File: config.mk
export PLATFORM = sky130hd
export DESIGN_NAME = wp_seq_guard
export DESIGN_NICKNAME = d
export VERILOG_FILES = /design/src/rtl/wp_seq_pkg.sv /design/src/rtl/wp_mode_path.sv /design/src/rtl/wp_seq_ctrl.sv /design/src/rtl/wp_seq_guard.sv
export SDC_FILE = /design/constraint.sdc
export NUM_CORES = 1
export LEC_CHECK = 0
export ABC_CLOCK_PERIOD_IN_PS = 3230
export BUFFER_PORTS_ARGS = -buffer_cell sky130_fd_sc_hd__buf_4
export CAP_MARGIN = 15
export CORE_MARGIN = 2
export CORE_UTILIZATION = 55
export CTS_BUF_LIST = sky130_fd_sc_hd__clkbuf_16
export CTS_CLUSTER_SIZE = 8
export DETAILED_ROUTE_END_ITERATION = 16
export GPL_TIMING_DRIVEN = 0
export MAX_ROUTING_LAYER = met4
export PLACE_DENSITY_LB_ADDON = 0.05
export SYNTH_ARGS = -nofsm -noshare
export SYNTH_HDL_FRONTEND = slang
export SYNTH_HIERARCHICAL = 1
export SYNTH_SLANG_ARGS = --single-unit
File: constraint.sdc
create_clock -name clk -period 3.23 [get_ports clk]
set_input_delay 0.323 -clock clk [delete_from_list [all_inputs] [get_ports clk]]
set_output_delay 0.323 -clock clk [all_outputs]
set_load 0.05 [all_outputs]
File: src/rtl/wp_seq_pkg.sv
package wp_seq_pkg;

  typedef enum logic [2:0] {
    ST_IDLE, ST_GOT1, ST_GOT2, ST_GOT3, ST_GOT4, ST_GOT5
  } seqStep_e;

  // Which fixed code word the present write carries.
  typedef struct packed {
    logic finalCode;  // 1555/20
    logic clearCode;  // 1555/80
    logic armCode;    // 1555/A0
    logic echo;       // 0AAA/55
    logic kick;       // 1555/AA
  } codeHit_t;

  // Strobes from control to datapath.
  typedef struct packed {
    logic withhold;
    logic armDone;
    logic disarmDone;
    logic passUsed;
    logic passDrop;
  } seqStrobe_t;

endpackage

File: src/rtl/wp_mode_path.sv
module wp_mode_path
  import wp_seq_pkg::*;
#(
  parameter int ADDR_W = 13,
  parameter int DATA_W = 8
) (
  input  logic              clk,
  input  logic              rstN,
  input  logic              wrValid,
  input  logic [ADDR_W-1:0] wrAddr,
  input  logic [DATA_W-1:0] wrData,
  input  seqStrobe_t        strb,
  output codeHit_t          hit,
  output logic              passLive,
  output logic              commitEn,
  output logic              protectOn
);
  localparam int NUM_CODES = 5;
  localparam logic [ADDR_W-1:0] ADR_HI = ADDR_W'(13'h1555);
  localparam logic [ADDR_W-1:0] ADR_LO = ADDR_W'(13'h0AAA);
  // Entry i sits at slice i: kick, echo, armCode, clearCode, finalCode.
  localparam logic [NUM_CODES*ADDR_W-1:0] CODE_ADDR =
    {ADR_HI, ADR_HI, ADR_HI, ADR_LO, ADR_HI};
  localparam logic [NUM_CODES*DATA_W-1:0] CODE_DATA =
    {DATA_W'(8'h20), DATA_W'(8'h80), DATA_W'(8'hA0), DATA_W'(8'h55), DATA_W'(8'hAA)};

  logic [NUM_CODES-1:0] hitVec;

  for (genvar i = 0; i < NUM_CODES; i++) begin : g_cmp
    assign hitVec[i] = wrValid
                    && (wrAddr == CODE_ADDR[i*ADDR_W +: ADDR_W])
                    && (wrData == CODE_DATA[i*DATA_W +: DATA_W]);
  end

  assign hit = codeHit_t'(hitVec);

  always_ff @(posedge clk) begin
    if (!rstN) begin
      protectOn <= 1'b0;
      passLive  <= 1'b0;
    end else begin
      if (strb.armDone)         protectOn <= 1'b1;
      else if (strb.disarmDone) protectOn <= 1'b0;
      if (strb.armDone)                      passLive <= 1'b1;
      else if (strb.passUsed || strb.passDrop) passLive <= 1'b0;
    end
  end

  assign commitEn = wrValid && !strb.withhold && (!protectOn || passLive);

  // a finished arming code leaves the mode on with one grant pending
  a_r3_arm_sets_mode: assert property (@(posedge clk) disable iff (!rstN)
    strb.armDone |=> (protectOn && passLive));

  // a finished clearing code leaves the mode off
  a_r6_disarm_clears: assert property (@(posedge clk) disable iff (!rstN)
    strb.disarmDone |=> !protectOn);

  // a grant is spent by the write that uses it
  a_r4_grant_single_use: assert property (@(posedge clk) disable iff (!rstN)
    (wrValid && passLive) |=> !passLive);

  // mode holds across cycles without a write
  a_r10_mode_stable: assert property (@(posedge clk) disable iff (!rstN)
    !wrValid |=> $stable(protectOn));

endmodule

File: src/rtl/wp_seq_ctrl.sv
module wp_seq_ctrl
  import wp_seq_pkg::*;
#(
  parameter int TIMEOUT_CYCLES = 3000
) (
  input  logic       clk,
  input  logic       rstN,
  input  logic       wrValid,
  input  codeHit_t   hit,
  input  logic       passLive,
  output seqStrobe_t strb
);
  localparam int CNT_W = $clog2(TIMEOUT_CYCLES + 1);
  localparam logic [CNT_W-1:0] CNT_LAST = CNT_W'(TIMEOUT_CYCLES - 1);

  seqStep_e         step, stepNext;
  logic [CNT_W-1:0] idleCnt, idleNext;
  logic             waiting;

  assign waiting = (step != ST_IDLE) || passLive;

  always_comb begin
    strb     = '0;
    stepNext = step;
    idleNext = idleCnt;
    if (wrValid) begin
      idleNext = '0;
      stepNext = ST_IDLE;
      if (passLive) begin
        strb.passUsed = 1'b1;
      end else begin
        case (step)
          ST_IDLE: if (hit.kick) begin strb.withhold = 1'b1; stepNext = ST_GOT1; end
          ST_GOT1: if (hit.echo) begin strb.withhold = 1'b1; stepNext = ST_GOT2; end
          ST_GOT2: begin
            if (hit.armCode) begin
              strb.withhold = 1'b1;
              strb.armDone  = 1'b1;
            end else if (hit.clearCode) begin
              strb.withhold = 1'b1;
              stepNext      = ST_GOT3;
            end
          end
          ST_GOT3: if (hit.kick) begin strb.withhold = 1'b1; stepNext = ST_GOT4; end
          ST_GOT4: if (hit.echo) begin strb.withhold = 1'b1; stepNext = ST_GOT5; end
          ST_GOT5: begin
            if (hit.finalCode) begin
              strb.withhold   = 1'b1;
              strb.disarmDone = 1'b1;
            end
          end
          default: stepNext = ST_IDLE;
        endcase
      end
    end else if (!waiting) begin
      idleNext = '0;
    end else if (idleCnt == CNT_LAST) begin
      idleNext      = '0;
      stepNext      = ST_IDLE;
      strb.passDrop = passLive;
    end else begin
      idleNext = idleCnt + 1'b1;
    end
  end

  always_ff @(posedge clk) begin
    if (!rstN) begin
      step    <= ST_IDLE;
      idleCnt <= '0;
    end else begin
      step    <= stepNext;
      idleCnt <= idleNext;
    end
  end

  // bytes are only withheld on a real write
  a_r9_withhold_on_write: assert property (@(posedge clk) disable iff (!rstN)
    strb.withhold |-> wrValid);

  // a write that is not consumed leaves the matcher at its start
  a_r7_break_restarts: assert property (@(posedge clk) disable iff (!rstN)
    (wrValid && !strb.withhold) |=> (step == ST_IDLE));

  // an expired gap returns the matcher to its start
  a_r8_timeout_restarts: assert property (@(posedge clk) disable iff (!rstN)
    (!wrValid && waiting && idleCnt == CNT_LAST) |=> (step == ST_IDLE));

  // at most one mode event per write
  a_r10_one_event: assert property (@(posedge clk) disable iff (!rstN)
    $onehot0({strb.armDone, strb.disarmDone, strb.passUsed, strb.passDrop}));

endmodule

File: src/rtl/wp_seq_guard.sv
module wp_seq_guard
  import wp_seq_pkg::*;
#(
  parameter int ADDR_W         = 13,
  parameter int DATA_W         = 8,
  parameter int TIMEOUT_CYCLES = 3000
) (
  input  logic              clk,
  input  logic              rstN,
  input  logic              wrValid,
  input  logic [ADDR_W-1:0] wrAddr,
  input  logic [DATA_W-1:0] wrData,
  output logic              commitEn,
  output logic              protectOn
);
  seqStrobe_t strb;
  codeHit_t   hit;
  logic       passLive;

  wp_seq_ctrl #(.TIMEOUT_CYCLES(TIMEOUT_CYCLES)) i_ctrl (
    .clk(clk), .rstN(rstN), .wrValid(wrValid),
    .hit(hit), .passLive(passLive), .strb(strb)
  );

  wp_mode_path #(.ADDR_W(ADDR_W), .DATA_W(DATA_W)) i_path (
    .clk(clk), .rstN(rstN), .wrValid(wrValid), .wrAddr(wrAddr), .wrData(wrData),
    .strb(strb), .hit(hit), .passLive(passLive),
    .commitEn(commitEn), .protectOn(protectOn)
  );

  // no permit without a write
  a_r10_commit_needs_write: assert property (@(posedge clk) disable iff (!rstN)
    commitEn |-> wrValid);

endmodule

Word level (Yosys, flattened, before mapping)
Cells that the tools add are included.

Flip-flop bits (word level): 17. Bits in latches: 0. Bits in writable memories: 0. ROM bits: 0. Output and inout bits: 2. Logic and storage cells: 74. Memories: 0.

Add/subtract/negate cells: 1. $mul: 0. Div/mod/pow operators: 0. Magnitude comparators: 0. Equal/unequal tests: 13. Shifts and indexed selects: 0. Muxes and demuxes: 30. Bitwise gates (word level): 2. Reduce and logical (&&, ||, !) cells: 24.

Operator list (number): equality test 8 bit (second input constant) (3); 2-to-1 mux 3 bit (7); 2-to-1 mux 1 bit (17); case mux 3 bit (5 select lines) (1); equality test 13 x 12 -> 1 bit (second input constant) (1); equality test 13 bit (second input constant) (1); adder 12 x 1 -> 12 bit (second input constant) (1); equality test 12 bit (second input constant) (1); logical AND 1 bit (9); equality test 8 x 6 -> 1 bit (second input constant) (1); equality test 8 x 7 -> 1 bit (second input constant) (1); nonzero test 2 bit (4); equality test 3 x 2 -> 1 bit (second input constant) (2); equality test 3 bit (second input constant) (2); 2-to-1 mux 2 bit (3); 2-to-1 mux 4 bit (1); case mux 1 bit (4 select lines) (1); OR reduction 2 bit (2); OR reduction 4 bit (1); equality test 3 x 1 -> 1 bit (second input constant) (1); zero test 3 bit (1); logical OR 1 bit (3); nonzero test 3 bit (1); zero test 1 bit (2); other kinds (2) (3).

Logic depth before layout (Yosys ltp)
Gate-level depths: netlist (run 1).

Depth in word-level cells: 11. Depth in mapped cells: 8. Gate-level depth less buffers: 8.

Cells and area by module
Netlist (run 1), hierarchy kept.

Modules (own cells, without submodules): wp_seq_ctrl (times used 1, cells an instance 100, area each 865.8 um^2); wp_mode_path (times used 1, cells an instance 32, area each 240.2 um^2).

Least setup slack after synthesis (run 1)
OpenSTA, ideal clock, no wires.

Kind: input port to output port. Start point: input port wrAddr[8]. End point: output port commitEn. Arrival: 2.301 ns. Slack: 0.606 ns. Cell stages on the path: 6. Cell sequence: and4b_1 nand4_1 nor3_1 o311ai_0 a21oi_1 nor3b_1.

RTL lines: start, declared (line wp_seq_guard.sv:11) `input logic [ADDR_W-1:0] wrAddr,`; end, declared (line wp_seq_guard.sv:13) `output logic commitEn,`.

==> results.ini, run 1 <==
[critical_path]
cp-endpoint = commitEn
endpoint_kind = primary output
r2r_cells = 6
startpoint = wrData[1]
crit_buf_inv = 2
path_cells = buf_4 > nor3_1 > nand4b_1 > nor4_1 > mux2i_1 > nand2_1 > o211ai_1 > a21oi_1 > nor3b_1 > buf_4
cpMostUsedCell = buf_4
cp.depth = 10
critPathArrivalTime_ns = 2.27
reg2reg_slack_ns = 1.72
path_class = in2out
critPathRequiredTime_ns = 2.91
crit_fanout = 5
reg2reg_from = i_ctrl/idleCnt[0]
timing.rr.end = i_ctrl/idleCnt[6]
slowest_delay_ns = 0.64
path_delay_family = simple AND/OR/NAND/NOR gates
cpMaxStageDelayCell = nor4_1
critPathLaunchType = input port

[clocking]
root_buffer = clkbuf_16
cts-htree-levels = 1
clockBufferDepth = 2
cts_sinks = 17
cts_made_buffers = 3
post_cts_resize_count = 0
clk_pin_slew_ns = 0.05
cts_hold_buf = 0
clock_latency_ns = 0.25
post_cts_buffers = 0
cts_tree = done

[placed_design]
portBuffers = 25
dpl_cell_area_um2 = 1328
dp_hpwl_mm = 1.872
gp_congestion = 0.8563

[floorplan]
dieArea_um2 = 2386
die_w_um = 48.85
io_pins = 26
start_util_pct = 57.55
die_h_um = 48.85
rows = 16
core_area_um2 = 1922

[yosys]
synth_top_area_cell = dfxtp_1
synth.most_common_cell = nor2_1
yosys_warnings = 6
yosys.cell_types.count = 42
async_flop_share_pct = 0
synth_top_area_share_pct = 30.77
synth_edf_count = 0
yosysSeqAreaShare_pct = 30.77
netlist_instances = 132
synth_common_cells = nor2_1, dfxtp_1, nand2_1
synth.avg_cell_area_um2 = 8.379
syn_nets = 157
synth_area_um2 = 1106
synthTopCellsByArea = dfxtp_1, nor2_1, nand4_1, xnor2_1, xor2_1
ys_seq_elements = 17
synth_ff_type = dfxtp_1

[route]
viasPerCell = 5.766
drt-wirelength-per-cell_um = 13.05
vias = 1084
dr_wl_met3_um = 80
dr_wl_met2_mm = 1.323
dr.pass1.iters = 4
detail-route-antenna-nets = 0
top_layer = met4
remaining_drc_errors = 0
met1Wirelength_mm = 1.020
drt-initial-drc-count = 12
wl_mm = 2.453

[timing]
timing.final.crit_share_pct = 80.26
setup_viol = 0
rsz0062_at_grt = false
fin_crit_ns = 2.592
report.final.slew_viol_count = 0
timing.setup.tns_ns = 0
fin_skew_ns = 0.002173
fmax_mhz = 385.8
slew_headroom_pct = 50.23
finalHoldViolations = 0
tightest_slew_ns = 0.7397

[grt]
overflow = 0
gr-usage-all-layers_pct = 22.72
grt_max_degree = 11
grt_pass1_vias = 1025
grt_first_pass_wirelength_mm = 4.202
antenna_found_initial = 0

[finish]
fill_cells = 164
layout.nets = 187
postLayoutCellArea_um2 = 1408
n_antenna_cell = 0
syn_to_final_growth_pct = 27.26
drive_above_1_share_pct = 24.84

[run_status]
status = completed

[hold_path]
min_path_type = in2reg

[job]
max-cap-violations = 0

[power_and_ir_drop]
p_per_area_nw_per_um2 = 351.8
leakage_uw = 0.0004823
ir_drop_mv = 0.3858

==> how the worst min path moves through the flow <==
stage	slack, ns	cells after the start	endpoint	from
2_1_floorplan	0.43	1	i_ctrl/idleCnt[0]	i_ctrl/idleCnt[0]
3_3_place_gp	0.44	1	i_ctrl/idleCnt[0]	i_ctrl/idleCnt[0]
3_5_place_dp	0.45	1	i_ctrl/idleCnt[0]	i_ctrl/idleCnt[0]
4_1_cts	0.34	2	i_path/protectOn	rstN
5_1_grt	0.36	2	i_path/protectOn	rstN
6_report	0.34	2	i_path/protectOn	rstN
==> per-layer routing <==
layer	track usage, %	up-vias
met2	43.61	25
li1	-	549
met4	8.095	0
met1	22.76	504
met3	3.988	6
met5	-	-
==> report_power, final <==
| group | internal, uW | total (uW) | switching, uW |
|---|---|---|---|
| combinational | 24.8 | 42.4 | 17.6 |
| sequential | 210 | 210 | 0.00000316 |
| clock | 165 | 243 | 77.3 |
==> layout make-up <==
class                           count  area (um2)  share of cell area (%)
Clock buffer                        3       75.07                   5.333
Buffer                              5       31.28                   2.222
Timing Repair Buffer               25       187.7                   13.33
Sequential cell                    17       340.3                   24.18
Inverter                            3       11.26                  0.8000
Clock inverter                      1       5.005                  0.3556
Tap cell                           27       33.78                   2.400
Multi-Input combinational cell    107       723.2                   51.38
==> sequential cells by signal (all words and copies together) (netlist names) <==
signal            count
i_ctrl/idleCnt       12
i_ctrl/step           3
i_path/passLive       1
i_path/protectOn      1
==> placed cells by master, fill, tap and decap left out, drive strengths merged, types with 2 or more instances in the layout <==
| cell type | n |
|---|---|
| nor4b | 2 |
| nor4 | 4 |
| nand2 | 10 |
| nand3b | 3 |
| nor2b | 5 |
| xnor2 | 5 |
| a21oi | 6 |
| and4b | 2 |
| and3 | 2 |
| nand3 | 5 |
| o21ai | 2 |
| a21boi | 2 |
| nor3 | 6 |
| inv | 3 |
| clkbuf | 5 |
| nand4 | 7 |
| nand4b | 4 |
| xor2 | 5 |
| nor4bb | 3 |
| nor2 | 18 |
| dfxtp | 17 |
| buf | 28 |
| and4 | 2 |
==> stage by stage <==
| stage | hold slack [ns] | instances | power, uW | util (%) | setup WS [ns] |
|---|---|---|---|---|---|
| global route | 0.3602 | 188 | 514.6 | 73.24 | 0.5087 |
| CTS | 0.3375 | 188 | 501.0 | 73.24 | 0.6746 |
| global placement | 0.4428 | 184 | 254.7 | 69.08 | 0.7251 |
| finish | 0.3366 | 188 | 495.2 | 73.24 | 0.6377 |
| floorplan | 0.4259 | 132 | 226.1 | - | 0.6056 |
| detailed placement | 0.4479 | 184 | 256.3 | 69.08 | 0.6839 |
==> kinds of logic after synthesis <==
family                     count (synthesis)  synth area share (%)
muxes                                      1                0.9050
buffers and inverters                      8                 3.846
and+or+nand+nor                           79                 44.68
xor gates and xnor gates                  10                 7.918
DFF                                       17                 30.77
AOI/OAI and AO/OA                         16                 10.75
adders and majority gates                  1                 1.131
Power figures use the tool's default switching activity.
==> inputs of run 2 (changes only) <==
--- a/config.mk
+++ b/config.mk
@@ -5,11 +5,11 @@
 export SDC_FILE = /design/constraint.sdc
 export NUM_CORES = 1
 export LEC_CHECK = 0
-export ABC_CLOCK_PERIOD_IN_PS = 3230
+export ABC_CLOCK_PERIOD_IN_PS = 2300
 export BUFFER_PORTS_ARGS = -buffer_cell sky130_fd_sc_hd__buf_4
 export CAP_MARGIN = 15
 export CORE_MARGIN = 2
-export CORE_UTILIZATION = 55
+export CORE_UTILIZATION = 47
 export CTS_BUF_LIST = sky130_fd_sc_hd__clkbuf_16
 export CTS_CLUSTER_SIZE = 8
 export DETAILED_ROUTE_END_ITERATION = 16
==> constraint.sdc (replaced) <==
create_clock -name clk -period 2.3 [get_ports clk]
set_input_delay 0.23 -clock clk [delete_from_list [all_inputs] [get_ports clk]]
set_output_delay 0.23 -clock clk [all_outputs]
set_load 0.05 [all_outputs]
==> run 2 against run 1 <==
Routed wire length fell by 2.8%; largest cell class unchanged; total power increased by 41%; die area rose by 16%; non-clock buffer count stayed put; highest routed layer unchanged; largest power group unchanged; register-to-register slack lost 0.92 ns; final cell count up 0.53%; sequential power is 40% higher; via count fell by 2.3%; sequential share of layout area fell by 0.44 points.
==> results.ini, run 2 (synthesized netlist as in run 1, its figures left out) <==
[timing]
worst_slack_ns = 0.1657  ; -0.4720 ns
fin_skew_ns = 0.001197  ; -0.0009769 ns
tightest_slew_ns = 0.3611  ; -0.3786 ns
timing.final.crit_share_pct = 92.80
setup_viol = 0  ; unchanged
fmax_mhz = 468.5
report.final.slew_viol_count = 0  ; unchanged
fin_crit_ns = 2.134
timing.setup.tns_ns = 0  ; unchanged
finalHoldViolations = 0  ; unchanged
rsz0062_at_grt = false
slew_headroom_pct = 75.75  ; +26 points

[critical_path]
critPathArrivalTime_ns = 1.90  ; -0.37 ns
cpMostUsedCell = buf_4
timing.rr.end = i_ctrl/idleCnt[9]
crit_buf_inv = 2  ; unchanged
path_cells = buf_4 > nor4b_2 > nand4_1 > nor3_1 > mux2i_1 > nand2_1 > o211ai_1 > a21oi_1 > nor3b_2 > buf_4
r2r_cells = 6  ; unchanged
cp.depth = 10  ; unchanged
path_class = in2out
reg2reg_slack_ns = 0.80  ; -0.92 ns
cp-endpoint = commitEn
cpMaxStageDelayCell = nor3_1
critPathRequiredTime_ns = 2.07  ; -0.84 ns
reg2reg_from = i_ctrl/idleCnt[0]
endpoint_kind = primary output
crit_fanout = 4  ; -1
slowest_delay_ns = 0.33  ; -0.31 ns
startpoint = wrData[4]
critPathLaunchType = input port
path_delay_family = simple AND/OR/NAND/NOR gates

[placed_design]
post-place-ws_ns = -0.1460  ; -0.8299 ns
dp_hpwl_mm = 1.811  ; -3.2%
portBuffers = 25  ; unchanged
gp_congestion = 0.7496  ; -12%

[power_and_ir_drop]
p_switching_uw = 136.3  ; +44%
p_seq_share_pct = 42.2  ; -0.2 points
internal-power_uw = 562.6  ; +41%
leakage_uw = 0.0005006  ; +3.8%
p_per_area_nw_per_um2 = 487.4  ; +39%
switching_share_pct = 19.50  ; +0.34 points
comb_power_share_pct = 8.4  ; -0.2 points
clock_power_share_pct = 49.4  ; +0.4 points
ir_drop_mv = 0.4445  ; +15%

[job]
max-cap-violations = 0  ; unchanged

[route]
met1Wirelength_mm = 1.059  ; +3.8%
dr.pass1.iters = 4  ; unchanged
detail-route-antenna-nets = 0  ; unchanged
viasPerCell = 5.603  ; -2.8%
dr_wl_met3_um = 99  ; +24%
drt-wirelength-per-cell_um = 12.61  ; -3.3%
top_layer = met4
dr_wl_met2_mm = 1.177  ; -11%
drt-initial-drc-count = 17  ; +5
vias = 1059  ; -2.3%
wl_mm = 2.384  ; -2.8%
remaining_drc_errors = 0  ; unchanged

[grt]
gr-usage-all-layers_pct = 19.99  ; -2.7 points
overflow = 0  ; unchanged
antenna_found_initial = 0  ; unchanged
grt_pass1_vias = 1010  ; -1.5%
grt_first_pass_wirelength_mm = 4.002  ; -4.8%
grt_max_degree = 11  ; unchanged

[clocking]
cts_hold_buf = 0  ; unchanged
cts_sinks = 17  ; unchanged
clockBufferDepth = 2  ; unchanged
root_buffer = clkbuf_16
post_cts_buffers = 0  ; unchanged
cts-htree-levels = 1  ; unchanged
clk_pin_slew_ns = 0.05  ; about the same
cts_tree = done
cts_made_buffers = 3  ; unchanged
clock_latency_ns = 0.25  ; about the same

[finish]
layout.nets = 187  ; unchanged
regArea_um2 = 340.3  ; unchanged
syn_to_final_growth_pct = 29.64
largest_reg_flops = 12  ; unchanged
n_antenna_cell = 0  ; unchanged
drive_above_1_share_pct = 26.71  ; +1.9 points
final_common_cell = buf_4
fill_cells = 196  ; +20%
largestRegisters = i_ctrl/idleCnt (12), i_ctrl/step (3)
regMostFlops = i_ctrl/idleCnt
multiInputGateArea_um2 = 748.2  ; +3.5%
final_cell_mix = buf_4, nor2_1, dfxtp_1

[floorplan]
io_pins = 26  ; unchanged
die_h_um = 52.51  ; +7.5%
dieArea_um2 = 2757  ; +16%
start_util_pct = 50.00  ; -7.6 points
core_area_um2 = 2212  ; +15%
die_w_um = 52.51  ; +7.5%
rows = 17  ; +1

[hold_path]
min_path_type = in2reg
hold_start = rstN

[run_status]
status = completed

## run 2: cell counts in the layout (fill, tap and decap cells not counted)
No cell type changed its count.
## run 2: area by class of cell
type | instances | area share (%)
timing repair buffer | 25 | 13.09
multi-input combinational | 107 | 52.18
tap | 28 | 2.443
inverter | 3 | 0.7853
clock inverter | 1 | 0.3490
sequential | 17 | 23.73
buffer | 5 | 2.181
clock buffer | 3 | 5.236
## run 2: worst min path at each step
| stage | to | depth (start not counted) |
|---|---|---|
| after detailed placement | i_ctrl/idleCnt[0] | 1 |
| after global routing | i_path/protectOn | 2 |
| final | i_path/protectOn | 2 |
| after global placement | i_ctrl/idleCnt[0] | 1 |
| after CTS | i_path/protectOn | 2 |
| after floorplan | i_path/protectOn | 1 |
## run 2: power groups by stage
stage	sequential [uW]	combinational, uW	clock, uW
after floorplan	301	16.8	0
after global placement	301	57.1	0
after detailed placement	301	58.1	0
after CTS	295	58.6	353
after global routing	295	63.8	360
final	295	59.0	345
## run 2: layer usage
| layer | vias up | track usage [%] |
|---|---|---|
| li1 | 549 | - |
| met2 | 25 | 36.88 |
| met1 | 481 | 19.93 |
| met4 | 0 | 10.68 |
| met3 | 4 | 3.143 |
| met5 | - | - |
## run 2: worst register-to-register path, cell delays in order (launching register included)
cell and delay (ns):
dfxtp_1 0.33, ha_1 0.26, and4_1 0.27, a31oi_4 0.20, nand3_2 0.13, buf_6 0.16
nor2_1 0.10
## run 2: repair_timing
| action | 4_1_cts | 5_1_grt |
|---|---|---|
| gates cloned | 0 | 0 |
| resized for setup | 1 | 2 |
| pin swaps | 0 | 1 |
| endpoints found under the setup margin | 1 | 1 |
## run 2: through the flow
step / power (uW) / util [%] / hold WS (ns) / std cells / cell area [um2]
finish: 698.9 / 64.82 / 0.2253 / 189 / 1434
global route: 718.0 / 64.82 / 0.2539 / 189 / 1434
CTS: 706.1 / 64.20 / 0.2253 / 189 / 1420
detailed placement: 359.0 / 60.29 / 0.4452 / 185 / 1334
global placement: 358.1 / 60.29 / 0.4381 / 185 / 1334
floorplan: 317.8 / - / 0.3475 / 132 / 1111
